$ cat src/rtl/isa_altm_pkg.sv
package isa_altm_pkg;
   localparam int NUM_CH = 4;

   typedef enum logic [2:0] {
      ST_IDLE,
      ST_REQ,
      ST_WACK,
      ST_OWN,
      ST_CYC,
      ST_WRDY,
      ST_REL
   } altm_state_e;
endpackage

$ cat src/rtl/isa_altm_chan.sv
module isa_altm_chan #(
   parameter int NCH  = 4,
   localparam int SELW = $clog2(NCH)
) (
   input  logic [SELW-1:0] sel,
   input  logic            req,
   input  logic [NCH-1:0]  dack_n,
   output logic [NCH-1:0]  drq,
   output logic            dack_sel_n
);
   for (genvar gi = 0; gi < NCH; gi++) begin : g_line
      assign drq[gi] = req && (sel == SELW'(gi));
   end

   assign dack_sel_n = dack_n[sel];
endmodule

$ cat src/rtl/isa_altm_timer.sv
module isa_altm_timer #(
   parameter int W = 4
) (
   input  logic         clk,
   input  logic         rst_n,
   input  logic         load,
   input  logic [W-1:0] load_val,
   input  logic         en,
   output logic         expired
);
   logic [W-1:0] cnt;

   always_ff @(posedge clk or negedge rst_n) begin
      if (!rst_n)                 cnt <= '0;
      else if (load)              cnt <= load_val;
      else if (en && cnt != '0)   cnt <= cnt - 1'b1;
   end

   assign expired = (cnt == '0);
endmodule

$ cat src/rtl/isa_altm_burst.sv
module isa_altm_burst #(
   parameter int BURST_MAX = 8,
   localparam int CW = $clog2(BURST_MAX + 1)
) (
   input  logic clk,
   input  logic rst_n,
   input  logic clear,
   input  logic inc,
   output logic full
);
   logic [CW-1:0] cnt;

   always_ff @(posedge clk or negedge rst_n) begin
      if (!rst_n)     cnt <= '0;
      else if (clear) cnt <= '0;
      else if (inc)   cnt <= cnt + 1'b1;
   end

   assign full = (cnt == CW'(BURST_MAX));
endmodule

$ cat src/rtl/isa_altmaster.sv
module isa_altmaster
   import isa_altm_pkg::*;
#(
   parameter int AW        = 24,
   parameter int DW        = 16,
   parameter int SW        = 4,
   parameter int BURST_MAX = 8
) (
   input  logic                      clk,
   input  logic                      rst_n,
   input  logic [1:0]                chan_sel,
   input  logic [SW-1:0]             cfg_strobe_clks,
   input  logic                      xfer_req,
   input  logic                      xfer_wr,
   input  logic [AW-1:0]             xfer_addr,
   input  logic [DW-1:0]             xfer_wdata,
   output logic                      xfer_ack,
   output logic                      xfer_done,
   output logic [DW-1:0]             xfer_rdata,
   output logic [3:0]                drq,
   input  logic [3:0]                dack_n,
   output logic                      drv_oe,
   output logic                      master_n,
   output logic [AW-1:0]             mem_addr,
   output logic                      sbhe_n,
   output logic                      memr_n,
   output logic                      memw_n,
   output logic                      data_oe,
   output logic [DW-1:0]             data_out,
   input  logic [DW-1:0]             data_in,
   input  logic                      iochrdy
);
   localparam int SELW = $clog2(NUM_CH);

   if (DW != 16) begin : g_bad_dw
      $error("alternate master must be a 16-bit device");
   end
   if (BURST_MAX < 1) begin : g_bad_burst
      $error("BURST_MAX must be at least 1");
   end
   if (SW < 1 || AW < 1) begin : g_bad_width
      $error("SW and AW must be positive");
   end

   altm_state_e        state, state_nx;
   logic [SELW-1:0]    chan_q;
   logic [SELW-1:0]    chan_use;
   logic               wr_q;
   logic [AW-1:0]      addr_q;
   logic [DW-1:0]      wdata_q;
   logic               dack_sel_n;
   logic               req_line;
   logic               take;
   logic               cyc_end;
   logic               burst_full;
   logic               min_done;
   logic [SW-1:0]      min_load;
   logic               strobing;

   assign chan_use = (state == ST_IDLE) ? chan_sel : chan_q;
   assign req_line = (state != ST_IDLE);

   isa_altm_chan #(.NCH(NUM_CH)) u_chan (
      .sel        (chan_use),
      .req        (req_line),
      .dack_n     (dack_n),
      .drq        (drq),
      .dack_sel_n (dack_sel_n)
   );

   assign take     = (state == ST_OWN) && xfer_req && !burst_full;
   assign cyc_end  = (state == ST_WRDY) && iochrdy;
   assign min_load = (cfg_strobe_clks == '0) ? '0 : cfg_strobe_clks - 1'b1;

   isa_altm_timer #(.W(SW)) u_timer (
      .clk      (clk),
      .rst_n    (rst_n),
      .load     (take),
      .load_val (min_load),
      .en       (state == ST_CYC),
      .expired  (min_done)
   );

   isa_altm_burst #(.BURST_MAX(BURST_MAX)) u_burst (
      .clk   (clk),
      .rst_n (rst_n),
      .clear (state == ST_IDLE),
      .inc   (take),
      .full  (burst_full)
   );

   always_comb begin
      state_nx = state;
      unique case (state)
         ST_IDLE: if (xfer_req && dack_sel_n)  state_nx = ST_REQ;
         ST_REQ:  if (!dack_sel_n)             state_nx = ST_WACK;
         ST_WACK: state_nx = dack_sel_n ? ST_REQ : ST_OWN;
         ST_OWN:  state_nx = take ? ST_CYC : ST_REL;
         ST_CYC:  if (min_done)                state_nx = ST_WRDY;
         ST_WRDY: if (iochrdy)                 state_nx = ST_OWN;
         ST_REL:  state_nx = ST_IDLE;
         default: state_nx = ST_IDLE;
      endcase
   end

   always_ff @(posedge clk or negedge rst_n) begin
      if (!rst_n) begin
         state      <= ST_IDLE;
         chan_q     <= '0;
         wr_q       <= 1'b0;
         addr_q     <= '0;
         wdata_q    <= '0;
         xfer_ack   <= 1'b0;
         xfer_done  <= 1'b0;
         xfer_rdata <= '0;
      end else begin
         state     <= state_nx;
         xfer_ack  <= take;
         xfer_done <= cyc_end;
         if (state == ST_IDLE) chan_q <= chan_sel;
         if (take) begin
            wr_q    <= xfer_wr;
            addr_q  <= xfer_addr;
            wdata_q <= xfer_wdata;
         end
         if (cyc_end && !wr_q) xfer_rdata <= data_in;
      end
   end

   assign strobing = (state == ST_CYC) || (state == ST_WRDY);
   assign drv_oe   = (state == ST_OWN) || strobing;
   assign master_n = !drv_oe;
   assign sbhe_n   = !drv_oe;
   assign memr_n   = !(strobing && !wr_q);
   assign memw_n   = !(strobing && wr_q);
   assign data_oe  = strobing && wr_q;
   assign mem_addr = addr_q;
   assign data_out = wdata_q;
endmodule

$ cat config.mk
export PLATFORM = sky130hd
export DESIGN_NAME = isa_altmaster
export DESIGN_NICKNAME = d
export VERILOG_FILES = /design/src/rtl/isa_altm_pkg.sv /design/src/rtl/isa_altm_chan.sv /design/src/rtl/isa_altm_timer.sv /design/src/rtl/isa_altm_burst.sv /design/src/rtl/isa_altmaster.sv
export SDC_FILE = /design/constraint.sdc
export NUM_CORES = 1
export LEC_CHECK = 0
export ABC_AREA = 0
export BUFFER_PORTS_ARGS = -buffer_cell sky130_fd_sc_hd__buf_4
export CAP_MARGIN = 20
export CORE_MARGIN = 4
export CORE_UTILIZATION = 47
export DETAILED_ROUTE_END_ITERATION = 10
export PLACE_DENSITY = 0.8
export REMOVE_ABC_BUFFERS = 1
export SLEW_MARGIN = 10
export SYNTH_ARGS = -nofsm -noshare
export SYNTH_HDL_FRONTEND = slang
export SYNTH_SLANG_ARGS = --single-unit
$ cat constraint.sdc
create_clock -name clk -period 1.95 [get_ports clk]
set_input_delay 0.195 -clock clk [delete_from_list [all_inputs] [get_ports clk]]
set_output_delay 0.195 -clock clk [all_outputs]
set_load 0.005 [all_outputs]
==> flow_metrics.env, run 1 <==
export IMPL_power_total_mw=6.70
export IMPL_drc=0
export IMPL_internal_power_mw=4.54
export IMPL_postSynth_asyncResetShare_pct=100
export IMPL_cp_required_ns=2.21
export IMPL_drive_gt1_share_pct=40.5
export IMPL_die_width_um=89.5
export IMPL_io_buffer_count=138
export IMPL_cts_sinks=72
export IMPL_dpl_hpwl_um=5850
export IMPL_first_pass_iters=4
export IMPL_sw_frac_of_total_pct=32.2
export IMPL_synth_main_ff_cell="dfrtp_1"
export IMPL_post_route_util_pct=72.6
export IMPL_clkTransAtPathRegs_ns=0.07
export IMPL_critPathArrivalTime_ns=2.21
export IMPL_grt_antenna_before_repair=0
export IMPL_yosysWarnings=0
export IMPL_dieArea_um2=8010
export IMPL_yosysSeqAreaShare_pct=57.7
export IMPL_max_slew_worst_pin_slew_ns=0.636
export IMPL_synth_cell_types=45
export IMPL_setup_viol=1
export IMPL_fillerInstances=488
export IMPL_grt_pass1_wl_um=12300
export IMPL_end_kind="register"
export IMPL_ant_nets=0
export IMPL_syn_area_per_cell_um2=9.63
export IMPL_violations="negative setup slack"
export IMPL_cts_tree="built"
export IMPL_synth_cells=324
export IMPL_fin_skew_ns=0.00913
export IMPL_p_per_area_nw_per_um2=1450
export IMPL_io_pins=139
export IMPL_dr_first_iter_drc_count=143
export IMPL_min_from="xfer_addr[17]"
export IMPL_worstPathMaxFanout=6
export IMPL_grt_setup_unrepaired="true"
export IMPL_clkLatencyLatePin_ns=0.33
export IMPL_grt_ovfl_total=0
export IMPL_final_cell_mix="155 x buf_4, 137 x nand2_1, 70 x dfrtp_1, 12 x clkbuf_8"
export IMPL_crit_path_start="state[2]$_DFFE_PN0P_"
export IMPL_syn_area_um2=3120
export IMPL_synth_edff_count=0
export IMPL_max_cap_viol_count=0
export IMPL_via_count=2743
export IMPL_hold_viol=0
export IMPL_status="finished with violations"
export IMPL_track_usage_pct=19.8
export IMPL_final_common_cell="buf_4"
export IMPL_cts_inserted_buffers=9
export IMPL_period_share_pct=100
export IMPL_routabilityCongestion=0.820
export IMPL_wire_per_inst_um=14.0
export IMPL_grt_max_degree=42
export IMPL_clockBufferDepth=2
export IMPL_power_leakage_nw=2.47
export IMPL_r2r_start="state[2]$_DFFE_PN0P_"
export IMPL_period_minus_slack_ns=1.95
export IMPL_ys_ff_latch=72
export IMPL_grt_pass1_vias=2787
export IMPL_initial_core_util_pct=48.9
export IMPL_rows=29
export IMPL_viasPerCell=4.89
export IMPL_ir_drop_uv=817
export IMPL_antenna_cells=0
export IMPL_h_tree_depth=3
export IMPL_areaGrowthSynthToFinish_pct=48.5
export IMPL_hold_class="in -> reg"
export IMPL_die_y_um=89.5
export IMPL_pwr_share_clk_pct=20.2
export IMPL_fmax_mhz=512
export IMPL_setup_ws_ns=-0.00345
export IMPL_worst_setup_path_type="reg -> reg"
export IMPL_critPathLaunchType="register"
export IMPL_core_um2=6390
export IMPL_power_switching_mw=2.16
export IMPL_totalWireLength_um=7870
export IMPL_slew_headroom_pct=57.1
export IMPL_pwr_share_comb_pct=41.6
export IMPL_seqPwrFrac_pct=38.2
export IMPL_final_max_slew_violation_count=0
export IMPL_cts_root_buf="clkbuf_8"
export IMPL_fin_nets=553
cells in the mapped netlist (all sizes together) (2+ instances only):
master	instances	share of area (%)
nor3	4	0.64
dfrtp	72	58
inv	11	1.3
o31a	3	0.84
nor2	9	1.1
or3	4	0.88
xnor2	2	0.56
o211ai	3	0.72
ha	3	1.2
o221ai	2	0.76
o21ai	7	1.1
nand2	137	16
a21oi	8	1.3
nand2b	3	0.60
nor4b	2	0.76
mux2	16	5.8
nor3b	2	0.48
nand3	3	0.48
or2	2	0.40
buf	9	1.8
clkbuf	6	0.72
repair_timing:
action                                 in CTS  in global routing
hold buffers                                1                  0
setup endpoints to repair                   2                 18
gates resized for setup                     1                  5
gates cloned                                0                  0
endpoints found under the hold margin      40                  0
pin swaps                                   1                  1
buffers inserted                            0                  5
through the flow:
stage	worst slack, ns	hold slack (ns)	area, um^2	setup TNS, ns	std cells
after global routing	-0.0922	0.0373	4630	-0.174	561
after global placement	0.0918	0.211	4310	0	539
after CTS	0.0150	0.0342	4570	0	556
after detailed placement	-0.0537	0.214	4310	-0.0554	539
after floorplan	-1.87	-0.101	3040	-85.14	309
final	-0.00345	0.0501	4630	-0.00345	561
power by group through the flow:
stage,Sequential (mW),Clock (mW),Combinational (mW)
2_1_floorplan,2.59,0,1.08
3_3_place_gp,2.53,0,2.60
3_5_place_dp,2.56,0,2.72
4_1_cts,2.55,1.39,2.73
5_1_grt,2.64,1.45,3.11
6_report,2.56,1.36,2.78
layer usage:
metal	global-route usage, %	vias up	wire (um)
li1	-	1366	-
met1	24.0	1267	3140
met2	34.9	100	3980
met3	4.88	10	670
met4	5.68	0	83
met5	0	-	0
state kept, by name, summed over array words and instances, names as in the netlist:
signal / flops
u_timer.cnt: 4
xfer_ack: 1
chan_q: 2
mem_addr: 24
u_burst.cnt: 4
xfer_rdata: 16
data_out: 16
xfer_done: 1
state: 3
wr_q: 1
area by class of cell:
type                       count  area (um^2)  area share (%)
multi-input combinational    225         1210            26.2
timing repair buffer         159         1230            26.6
tap                           77         96.3            2.08
clock inverter                 4         75.1            1.62
sequential                    72         1800            38.9
inverter                      12         46.3           0.999
clock buffer                  12          165            3.56
logic make-up after synthesis:
logic type                 after synthesis  synth area share (%)
AOI/OAI and AO/OA                       31                  6.90
xor gates and xnor gates                 3                 0.842
adders and majority gates                3                  1.20
buffers and inverters                   27                  4.01
DFF                                     72                  57.7
muxes                                   17                  6.09
and+or+nand+nor                        171                  23.2
worst paths after layout:
check | endpoint | slack, ns | cells past startpoint
worst max-delay path | state[0]$_DFFE_PN0P_ | -0.003 | 6
worst min-delay path | mem_addr[17]$_DFFE_PN0P_ | 0.05 | 3
worst max register to register | state[0]$_DFFE_PN0P_ | -0.003 | 6
worst min register to register | data_out[15]$_DFFE_PN0P_ | 0.48 | 2
max in group asynchronous | state[2]$_DFFE_PN0P_ | 1.00 | 3
min in group asynchronous | chan_q[0]$_DFF_PN0_ | 0.38 | 2
worst max-delay path, cell delays in order (launching register included):
cell	delay, ns
dfrtp_2	0.45
buf_4	0.15
nor4b_2	0.35
o21ai_0	0.17
a22o_1	0.26
or4_1	0.42
nand3_1	0.10
No activity file was read; power rests on OpenSTA's default activity.
==> run 2, diff against run 1 <==
--- a/config.mk
+++ b/config.mk
@@ -11,6 +11,7 @@
 export CORE_MARGIN = 4
 export CORE_UTILIZATION = 47
 export DETAILED_ROUTE_END_ITERATION = 10
+export GPL_TIMING_DRIVEN = 0
 export PLACE_DENSITY = 0.8
 export REMOVE_ABC_BUFFERS = 1
 export SLEW_MARGIN = 10
==> flow_metrics.env, run 2 (synthesized netlist as in run 1, its figures left out) <==
export IMPL_first_pass_iters=4
export IMPL_fin_nets=546
export IMPL_antenna_cells=0
export IMPL_worstPathMaxFanout=10
export IMPL_critPathArrivalTime_ns=2.28
export IMPL_fmax_mhz=497
export IMPL_grt_antenna_before_repair=0
export IMPL_track_usage_pct=19.5
export IMPL_ir_drop_uv=925
export IMPL_status="finished with violations"
export IMPL_final_cell_area_um2=4540
export IMPL_slew_headroom_pct=41.0
export IMPL_final_common_cell="buf_4"
export IMPL_cts_sinks=72
export IMPL_fin_skew_ns=0.00989
export IMPL_critPathLaunchType="register"
export IMPL_dpl_hpwl_um=5430
export IMPL_end_kind="register"
export IMPL_via_count=2726
export IMPL_final_max_slew_violation_count=0
export IMPL_reg2reg_depth=5
export IMPL_die_y_um=89.5
export IMPL_cp_required_ns=2.22
export IMPL_cts_root_buf="clkbuf_8"
export IMPL_dieArea_um2=8010
export IMPL_clkTransAtPathRegs_ns=0.07
export IMPL_grt_ovfl_total=0
export IMPL_violations="negative hold slack, negative setup slack"
export IMPL_tns_ns=-0.0623
export IMPL_setup_viol=1
export IMPL_routabilityCongestion=0.732
export IMPL_largest_register_ffs=24
export IMPL_clkLatencyLatePin_ns=0.33
export IMPL_drive_gt1_share_pct=40.3
export IMPL_p_per_area_nw_per_um2=1410
export IMPL_cts_inserted_buffers=9
export IMPL_grt_pass1_vias=2666
export IMPL_period_minus_slack_ns=2.01
export IMPL_hold_buffers=0
export IMPL_max_cap_viol_count=0
export IMPL_core_um2=6390
export IMPL_io_buffer_count=138
export IMPL_ant_nets=0
export IMPL_grt_max_degree=73
export IMPL_clockBufferDepth=2
export IMPL_dr_first_iter_drc_count=113
export IMPL_hold_class="in -> async"
export IMPL_initial_core_util_pct=48.9
export IMPL_wire_per_inst_um=13.7
export IMPL_drc=0
export IMPL_final_cell_mix="151 x buf_4, 137 x nand2_1, 69 x dfrtp_1"
export IMPL_grt_pass1_wl_um=12100
export IMPL_period_share_pct=103
export IMPL_post_route_util_pct=71.1
export IMPL_setup_ws_ns=-0.0623
export IMPL_worst_setup_path_type="reg -> reg"
export IMPL_grt_setup_unrepaired="true"
export IMPL_io_pins=139
export IMPL_h_tree_depth=3
export IMPL_cts_tree="built"
export IMPL_rows=29
export IMPL_power_total_mw=6.43
export IMPL_areaGrowthSynthToFinish_pct=45.6
export IMPL_die_width_um=89.5
export IMPL_placed_cell_area_um2=4210
export IMPL_hold_viol=26
export IMPL_viasPerCell=4.93
export IMPL_power_leakage_nw=2.42
export IMPL_max_slew_worst_pin_slew_ns=0.885
export IMPL_totalWireLength_um=7600
export IMPL_hold_ws_ns=-0.0177
==> run 2: cell type report <==
type | count | area [um^2]
Inverter | 12 | 62.6
Clock inverter | 5 | 57.6
Sequential cell | 72 | 1810
Timing Repair Buffer | 152 | 1140
Fill cell | 515 | 1840
Tap cell | 77 | 96.3
Clock buffer | 10 | 138
Multi-Input combinational cell | 225 | 1240
==> run 2: final timing paths <==
path | startpoint | endpoint | slack [ns]
max | state[1]$_DFFE_PN0P_ | state[0]$_DFFE_PN0P_ | -0.06
max reg2reg | state[1]$_DFFE_PN0P_ | state[0]$_DFFE_PN0P_ | -0.06
min in group clk | xfer_wdata[14] | data_out[14]$_DFFE_PN0P_ | 0.04
min | rst_n | chan_q[1]$_DFF_PN0_ | -0.02
min reg2reg | mem_addr[14]$_DFFE_PN0P_ | mem_addr[14]$_DFFE_PN0P_ | 0.48
max in group asynchronous | rst_n | state[2]$_DFFE_PN0P_ | 1.36
==> run 2: critical path, stage by stage (launching register included) <==
cell and delay [ns]:
dfrtp_2 0.49, o31a_1 0.35, o32a_1 0.37, a22o_1 0.23, or4_1 0.42, nand3_1 0.10
==> run 2: timing repair <==
action,4_1_cts,5_1_grt
setup endpoints to repair,62,21
pin swaps,2,2
cloned,0,0
buffers inserted,8,1
resized for setup,9,8
endpoints found under the hold margin,0,0
==> run 2: metrics by stage <==
step	setup WS [ns]	instances
after floorplan	-1.87	309
after global placement	-3.50	524
after detailed placement	-0.702	529
after CTS	-0.0148	552
after global routing	-0.117	553
final	-0.0623	553
==> run 2: layer usage <==
| layer | global-route usage (%) | wire [um] | vias to the layer above |
|---|---|---|---|
| met1 | 23.3 | 2970 | 1269 |
| met2 | 32.6 | 3820 | 101 |
| met5 | 0 | 0 | - |
| li1 | - | - | 1352 |
| met3 | 7.28 | 761 | 4 |
| met4 | 6.09 | 48 | 0 |
==> run 2: power breakdown <==
part | switching (mW) | leakage (nW) | internal, mW
Combinational | 1.18 | 1.42 | 1.52
Sequential | 0.421 | 0.902 | 2.14
Clock | 0.546 | 0.102 | 0.619
Total | 2.15 | 2.42 | 4.28
==> run 3, diff against run 2 <==
--- a/config.mk
+++ b/config.mk
@@ -13,7 +13,6 @@
 export DETAILED_ROUTE_END_ITERATION = 10
 export GPL_TIMING_DRIVEN = 0
 export PLACE_DENSITY = 0.8
-export REMOVE_ABC_BUFFERS = 1
 export SLEW_MARGIN = 10
 export SYNTH_ARGS = -nofsm -noshare
 export SYNTH_HDL_FRONTEND = slang
==> flow_metrics.env, run 3 (synthesized netlist as in run 1, its figures left out) <==
export IMPL_h_tree_depth=3
export IMPL_worst_path_buf_inv=0
export IMPL_dieArea_um2=8010
export IMPL_crit_chain="o31a_1 > o32a_1 > a22o_1 > or4_1 > nand3_1"
export IMPL_max_cap_viol_count=0
export IMPL_final_cell_area_um2=4600
export IMPL_cts_inserted_buffers=9
export IMPL_die_width_um=89.5
export IMPL_grt_ovfl_total=0
export IMPL_status="finished with violations"
export IMPL_crit_family="compound AO/OA/AOI/OAI gates"
export IMPL_io_buffer_count=138
export IMPL_slew_headroom_pct=41.7
export IMPL_fin_nets=554
export IMPL_period_minus_slack_ns=1.97
export IMPL_final_common_cell="buf_4"
export IMPL_drive_gt1_share_pct=41.6
export IMPL_grt_antenna_before_repair=0
export IMPL_fmax_mhz=508
export IMPL_post_route_util_pct=72.0
export IMPL_synth_nets=398
export IMPL_clkLatencyLatePin_ns=0.33
export IMPL_cts_root_buf="clkbuf_8"
export IMPL_placed_cell_area_um2=4250
export IMPL_period_share_pct=101
export IMPL_grt_setup_unrepaired="true"
export IMPL_max_stage_delay_ns=0.45
export IMPL_final_max_slew_violation_count=0
export IMPL_worstPathMaxFanout=6
export IMPL_core_um2=6390
export IMPL_wire_per_inst_um=13.7
export IMPL_r2r_start="state[2]$_DFFE_PN0P_"
export IMPL_critPathLaunchType="register"
export IMPL_end_kind="register"
export IMPL_initial_core_util_pct=48.9
export IMPL_routabilityCongestion=0.778
export IMPL_ant_nets=0
export IMPL_crit_slowest_cell="dfrtp_2"
export IMPL_grt_pass1_vias=2678
export IMPL_setup_viol=1
export IMPL_areaGrowthSynthToFinish_pct=47.3
export IMPL_track_usage_pct=19.4
export IMPL_max_slew_worst_pin_slew_ns=0.875
export IMPL_antenna_cells=0
export IMPL_crit_path_start="state[2]$_DFFE_PN0P_"
export IMPL_io_pins=139
export IMPL_first_pass_iters=4
export IMPL_dpl_hpwl_um=5660
export IMPL_worst_setup_path_type="reg -> reg"
export IMPL_die_y_um=89.5
export IMPL_rows=29
export IMPL_drc=0
export IMPL_power_total_mw=6.54
export IMPL_fin_skew_ns=0.00512
export IMPL_final_cell_mix="148 x buf_4, 137 x nand2_1, 69 x dfrtp_1, 11 x clkbuf_8"
export IMPL_clockBufferDepth=2
export IMPL_critPathArrivalTime_ns=2.23
export IMPL_cp_required_ns=2.22
export IMPL_viasPerCell=4.95
export IMPL_grt_max_degree=73
export IMPL_dr_first_iter_drc_count=123
export IMPL_hold_ws_ns=-0.0236
export IMPL_ir_drop_uv=864
export IMPL_power_leakage_nw=2.46
export IMPL_violations="negative hold slack, negative setup slack"
export IMPL_largest_register_ffs=24
export IMPL_cts_sinks=72
export IMPL_cts_tree="built"
export IMPL_hold_class="in -> async"
export IMPL_grt_pass1_wl_um=12000
export IMPL_clkTransAtPathRegs_ns=0.08
export IMPL_p_per_area_nw_per_um2=1420
export IMPL_via_count=2780
export IMPL_hold_viol=39
export IMPL_totalWireLength_um=7700
export IMPL_setup_ws_ns=-0.0168
==> run 3: cell types whose count changed in the layout (fill, tap and decap cells not counted), sizes merged <==
cell and change:
clkinv -3, inv +3, buf +1, clkbuf +8
==> run 3: repair_timing <==
item                       in CTS  in global routing
hold buffers                    0                  0
setup buffers                   3                  5
pin swaps                       1                  5
gates resized for setup         7                 18
setup endpoints to repair      42                 44
==> run 3: layout make-up <==
cell class	count	area (um^2)
Inverter	12	46.3
Sequential cell	72	1810
Multi-Input combinational cell	225	1250
Timing Repair Buffer	146	1100
Tap cell	77	96.3
Clock buffer	11	151
Buffer	14	90.1
Clock inverter	5	61.3
Fill cell	498	1790
==> run 3: per-stage QoR <==
stage | std cells | setup slack (ns) | TNS [ns]
global route | 562 | -0.0641 | -0.116
finish | 562 | -0.0168 | -0.0168
global placement | 539 | -0.159 | -4.56
floorplan | 324 | 0.111 | 0
detailed placement | 539 | -0.258 | -6.39
CTS | 558 | -0.00412 | -0.00412
==> run 3: metal layers <==
metal	GRT usage, %	up-vias	routed length (um)
li1	-	1371	-
met1	24.6	1296	3110
met2	30.1	106	3660
met3	7.28	7	867
met4	7.85	0	63
met5	0	-	0
==> run 3: path summary, 6_finish.rpt <==
check / slack [ns] / cells after the start / end
setup / recovery: -0.02 / 5 / state[0]$_DFFE_PN0P_
hold / removal: -0.02 / 1 / mem_addr[13]$_DFFE_PN0P_
setup reg to reg: -0.02 / 5 / state[0]$_DFFE_PN0P_
hold reg to reg: 0.48 / 2 / mem_addr[11]$_DFFE_PN0P_
max in group asynchronous: 1.38 / 1 / state[1]$_DFFE_PN0P_
min in group clk: 0.05 / 3 / mem_addr[18]$_DFFE_PN0P_
==> run 3: power breakdown <==
group          switching [mW]  internal, mW  total [mW]  leakage (nW)
clock                   0.562         0.673        1.23         0.111
combinational            1.20          1.55        2.75          1.45
sequential              0.411          2.14        2.55         0.902
